File: src/rtl/adc_acq_seq.sv
module adc_acq_seq #(
  parameter int DW       = 8,
  parameter int AW       = 8,
  parameter int BASE     = 60,
  parameter int NSAMP    = 8,
  parameter int WR_CYC   = 19,
  parameter int WAIT_CYC = 7500,
  parameter int RD_GAP   = 75,
  parameter int RD_CYC   = 4,
  parameter int WDOG     = 12500
) (
  input  logic          clk,
  input  logic          rst_n,
  input  logic          start,
  input  logic          poll_mode,
  output logic          cs_n,
  output logic          wr_n,
  output logic          rd_n,
  input  logic          intr_n,
  input  logic [DW-1:0] conv_data,
  output logic          st_we,
  output logic [AW-1:0] st_addr,
  output logic [DW-1:0] st_data,
  output logic          busy,
  output logic          done,
  output logic          wdog_err
);

  localparam int M0   = (WAIT_CYC > WDOG) ? WAIT_CYC : WDOG;
  localparam int M1   = (M0 > RD_GAP) ? M0 : RD_GAP;
  localparam int M2   = (M1 > WR_CYC) ? M1 : WR_CYC;
  localparam int MAXC = (M2 > RD_CYC) ? M2 : RD_CYC;
  localparam int CW   = $clog2(MAXC + 1);
  localparam int IW   = (NSAMP > 1) ? $clog2(NSAMP) : 1;

  localparam logic [CW-1:0] WR_L   = CW'(WR_CYC - 1);
  localparam logic [CW-1:0] WAIT_L = CW'(WAIT_CYC - 1);
  localparam logic [CW-1:0] GAP_L  = CW'(RD_GAP - 1);
  localparam logic [CW-1:0] RD_L   = CW'(RD_CYC - 1);
  localparam logic [CW-1:0] WDOG_L = CW'(WDOG - 1);
  localparam logic [IW-1:0] LAST   = IW'(NSAMP - 1);

  typedef enum logic [2:0] {
    S_IDLE, S_WR, S_WAIT, S_GAP, S_RD, S_STORE, S_DONE
  } st_t;

  st_t           state;
  logic [CW-1:0] cnt;
  logic [IW-1:0] idx;
  logic          mode_q;
  logic          err;
  logic [DW-1:0] data_q;

  always_ff @(posedge clk or negedge rst_n) begin
    if (!rst_n) begin
      state  <= S_IDLE;
      cnt    <= '0;
      idx    <= '0;
      mode_q <= 1'b0;
      err    <= 1'b0;
      data_q <= '0;
    end else begin
      case (state)
        S_IDLE: if (start) begin
          state  <= S_WR;
          cnt    <= '0;
          idx    <= '0;
          mode_q <= poll_mode;
          err    <= 1'b0;
        end
        S_WR: if (cnt == WR_L) begin
          state <= S_WAIT;
          cnt   <= '0;
        end else cnt <= cnt + 1'b1;
        S_WAIT: begin
          if (mode_q) begin
            if (!intr_n) begin
              state <= S_GAP;
              cnt   <= '0;
            end else if (cnt == WDOG_L) begin
              state <= S_IDLE;
              err   <= 1'b1;
            end else cnt <= cnt + 1'b1;
          end else if (cnt == WAIT_L) begin
            state <= S_RD;
            cnt   <= '0;
          end else cnt <= cnt + 1'b1;
        end
        S_GAP: if (cnt == GAP_L) begin
          state <= S_RD;
          cnt   <= '0;
        end else cnt <= cnt + 1'b1;
        S_RD: if (cnt == RD_L) begin
          state  <= S_STORE;
          data_q <= conv_data;
        end else cnt <= cnt + 1'b1;
        S_STORE: if (idx == LAST) state <= S_DONE;
        else begin
          idx   <= idx + 1'b1;
          cnt   <= '0;
          state <= S_WR;
        end
        default: state <= S_IDLE;
      endcase
    end
  end

  assign cs_n     = !(state inside {S_WR, S_WAIT, S_GAP, S_RD});
  assign wr_n     = (state != S_WR);
  assign rd_n     = (state != S_RD);
  assign st_we    = (state == S_STORE);
  assign st_addr  = AW'(BASE) + AW'(idx);
  assign st_data  = data_q;
  assign busy     = (state != S_IDLE) && (state != S_DONE);
  assign done     = (state == S_DONE);
  assign wdog_err = err;

  p_strobes_excl_r5: assert property (@(posedge clk) disable iff (!rst_n)
    !(!wr_n && !rd_n));
  p_strobe_cs_r6: assert property (@(posedge clk) disable iff (!rst_n)
    (!wr_n || !rd_n) |-> !cs_n);
  p_done_pulse_r8: assert property (@(posedge clk) disable iff (!rst_n)
    done |=> !done);
  p_done_idle_r8: assert property (@(posedge clk) disable iff (!rst_n)
    done |-> (!busy && cs_n));
  p_store_range_r7: assert property (@(posedge clk) disable iff (!rst_n)
    st_we |-> ((st_addr - AW'(BASE)) < AW'(NSAMP)));
  p_err_stops_r9: assert property (@(posedge clk) disable iff (!rst_n)
    $rose(wdog_err) |-> (!busy && cs_n && !done));
  p_busy_from_start_r2: assert property (@(posedge clk) disable iff (!rst_n)
    $rose(busy) |-> $past(start));

endmodule

File: config.mk
export PLATFORM = sky130hd
export DESIGN_NAME = adc_acq_seq
export DESIGN_NICKNAME = d
export VERILOG_FILES = /design/src/rtl/adc_acq_seq.sv
export SDC_FILE = /design/constraint.sdc
export NUM_CORES = 1
export LEC_CHECK = 0
export BUFFER_PORTS_ARGS = -buffer_cell sky130_fd_sc_hd__buf_2
export CAP_MARGIN = 10
export CORE_AREA = 2 2 62 64
export CTS_BUF_LIST = sky130_fd_sc_hd__clkbuf_2 sky130_fd_sc_hd__clkbuf_4 sky130_fd_sc_hd__clkbuf_8
export CTS_CLUSTER_SIZE = 10
export DETAILED_ROUTE_END_ITERATION = 6
export DIE_AREA = 0 0 64 66
export GPL_TIMING_DRIVEN = 0
export PLACE_DENSITY = 0.81
export SYNTH_ARGS = -nofsm -noshare
export SYNTH_HDL_FRONTEND = slang
export SYNTH_SLANG_ARGS = --single-unit
File: constraint.sdc
create_clock -name clk -period 2.4 [get_ports clk]
set_input_delay 0.12 -clock clk [delete_from_list [all_inputs] [get_ports clk]]
set_output_delay 0.12 -clock clk [all_outputs]
set_load 0.1 [all_outputs]
==> results.toml <==
[run_status]
run_status = "completed"

[layout]
final_util_pct = 68.5
seq_area_um2 = 754
areaGrowthSynthToFinish_pct = 21.4
fillers = 271
layout-drive-gt1-share_pct = 40.2
multiInputGateArea_um2 = 1110
final_cell_count_no_fill = 294
nets = 262
diodes = 0
final_area_um2 = 2430

[place]
pre_cts_slack_ns = 0.158
place.gp.congestion = 0.878
place_inst = 278
portBuffers = 34
place_hpwl_mm = 3.02
dpl_cell_area_um2 = 2240

[sta]
tightest_slew_ns = 0.663
relSlewSlack_pct = 55.8
finalCritPeriodShare_pct = 94.8
hold_viol_final = 0
min_period_ns = 2.27
whs_ns = 0.00718
max_clock_freq_ghz = 0.440
drv_slew = 0
setup_viol = 0
setup_slack_ns = 0.126
clock_skew_ns = 0.0150
rsz0062_at_grt = "false"
finalSetupTns_ns = 0

[worst_setup_path]
worstSetupPathType = "register to register"
end_kind = "register"
rr_worst_depth = 8
worstReg2RegStart = "idx[0]$_DFFE_PN0P_"
ff2ff_setup_slack_ns = 0.13
arrival_ns = 2.54
cp_data_required_time_ns = 2.67
crit_fanout = 7
timing.rr.end = "cnt[2]$_DFFE_PN0P_"
startpoint_type = "register"

[routing]
wire_per_inst_um = 14.9
finalWirelength_mm = 4.37
drt_iter0_drc = 70
drc = 0
vias = 1657
first_pass_iters = 4
ant_nets = 0
viasPerCell = 5.64

[power_and_ir_drop]
p_leak_nw = 1.07
ir_drop_v = 0.000456
power_mw = 1.16
powerDensity_nw_per_um2 = 477

[grt]
grt_antenna_before_repair = 0
grt_pass1_vias = 1636
grt_use_total_pct = 23.6
grt_pass1_wl_mm = 7.58
use_met1_pct = 27.6
grtUsageMet3_pct = 5.11
gr-total-overflow = 0
grt_max_degree = 31
gr-usage-met2_pct = 42.1
grt.busiest_layer = "met2"

[yosys]
synth_warnings = 0
synth_cells = 196
synth_area_um2 = 2000
synth_fp_nets = 213
syn_area_per_cell_um2 = 10.2
yosysSeqAreaShare_pct = 37.5
synth_top_area_share_pct = 37.5
ys_async_sr_fraction_pct = 100
synth-seq-cells = 30
synthFlopType = "dfrtp_1"
synth-edff-count = 0
synth_cell_types = 58
synth_largest_area_cell = "dfrtp_1"
synthTopCellsByArea = "dfrtp_1 (37%), mux2_2 (5.1%), a21oi_2 (4.4%), xor2_1 (3.1%), buf_6 (2.8%)"

[clock_tree]
cts.sinks = 30
numCtsBuffers = 5
clk_pin_slew_ns = 0.11
cts_tree = "yes"
htreeDepth = 2
cts_resized = 0
clockBufferDepth = 2
clock_latency_ns = 0.34
cts-root-buf = "clkbuf_4"

[min_path]
min_path_type = "primary input to register"
whs_path_depth = 2
min_from = "conv_data[0]"
hold_path_end = "st_data[0]$_DFFE_PN0P_"

[floorplan]
die_w_um = 64
coreArea_um2 = 3550
dieArea_um2 = 4220
fp.dieH_um = 66
start_util_pct = 56.4
ios = 36
rows = 22

[run]
max-cap-violations = 0
## layer usage
metal  vias up  share of wire (%)
met5         -                  0
met4         0                1.6
met3         6                4.0
met2        44                 53
met1       794                 41
li1        813                  -
## Yosys cell counts (2+ instances only)
library cell and n:
a21oi_1 6, and3_1 4, xor2_1 7, o21ai_0 10, nor2b_1 2, a211oi_1 3, nor4_2 2, a21oi_2 10
buf_2 2, nor2_1 9, inv_1 9, a2111oi_2 3, dfrtp_1 30, buf_4 5, nor2_4 2, nor3_1 2
ha_1 4, buf_6 5, mux2_2 9, o21ai_2 2, and4_1 3, nand4_1 4, nand2_1 11, nand3_1 11
xnor2_1 6, nand2b_1 3
## cell usage in the layout, fill, tap and decap left out, types with 5 or more instances in the layout
master,count
clkbuf_4,5
dfrtp_1,27
nand3_1,11
xor2_1,7
nor2_1,8
buf_2,36
a21oi_1,6
a21oi_2,10
buf_4,5
mux2_2,9
inv_1,9
xnor2_1,6
o21ai_0,10
dlygate4sd3_1,8
nand2_1,11
buf_6,5
## flip-flops by register name (all words and copies together) (netlist names)
| signal | flops |
|---|---|
| st_data | 8 |
| mode_q | 1 |
| wdog_err | 1 |
| cnt | 14 |
| idx | 3 |
| state | 3 |
## final cells by class
class                      instances  area share [%]
clock inverter                     2            2.47
sequential                        30            31.0
multi-input combinational        144            45.8
timing repair buffer              42            10.3
clock buffer                       6            2.11
inverter                           9            1.39
buffer                            13            4.43
tap                               48            2.47
## worst max path at each step
| stage | startpoint | to | slack (ns) | cells past startpoint |
|---|---|---|---|---|
| after floorplan | state[2]$_DFFE_PN0P_ | busy | 0.003 | 3 |
| after global placement | idx[0]$_DFFE_PN0P_ | cnt[2]$_DFFE_PN0P_ | 0.18 | 8 |
| after detailed placement | idx[0]$_DFFE_PN0P_ | cnt[2]$_DFFE_PN0P_ | 0.16 | 8 |
| after CTS | idx[0]$_DFFE_PN0P_ | cnt[2]$_DFFE_PN0P_ | 0.12 | 8 |
| after global routing | idx[0]$_DFFE_PN0P_ | cnt[2]$_DFFE_PN0P_ | 0.01 | 8 |
| final | idx[0]$_DFFE_PN0P_ | cnt[2]$_DFFE_PN0P_ | 0.13 | 8 |
## what timing repair did
action / 4_1_cts / 5_1_grt
hold endpoints to repair: 36 / 1
buffers inserted: 0 / 0
hold buffers: 7 / 1
## kinds of logic after synthesis
| family | Yosys count | share of synthesized area (%) |
|---|---|---|
| muxes | 10 | 5.62 |
| and+or+nand+nor | 69 | 23.0 |
| AOI/OAI and AO/OA | 47 | 18.4 |
| xor gates and xnor gates | 13 | 5.68 |
| other | 1 | 0.187 |
| adders and majority gates | 4 | 2.50 |
| buffers and inverters | 22 | 7.06 |
| DFF | 30 | 37.5 |
## critical path, cell delays in order (launching register included)
cell,delay (ns)
dfrtp_2,0.44
ha_1,0.20
ha_1,0.17
clkbuf_1,0.19
a21oi_1,0.29
o21a_4,0.21
o21ai_2,0.11
or4_1,0.42
a22oi_1,0.17
## where the power goes
part | internal (mW) | switching [mW] | leakage [nW]
Sequential | 0.512 | 0.00374 | 0.372
Clock | 0.353 | 0.188 | 0.0585
Combinational | 0.0260 | 0.0787 | 0.642
Note: power is estimated with default switching activity, not from simulation.
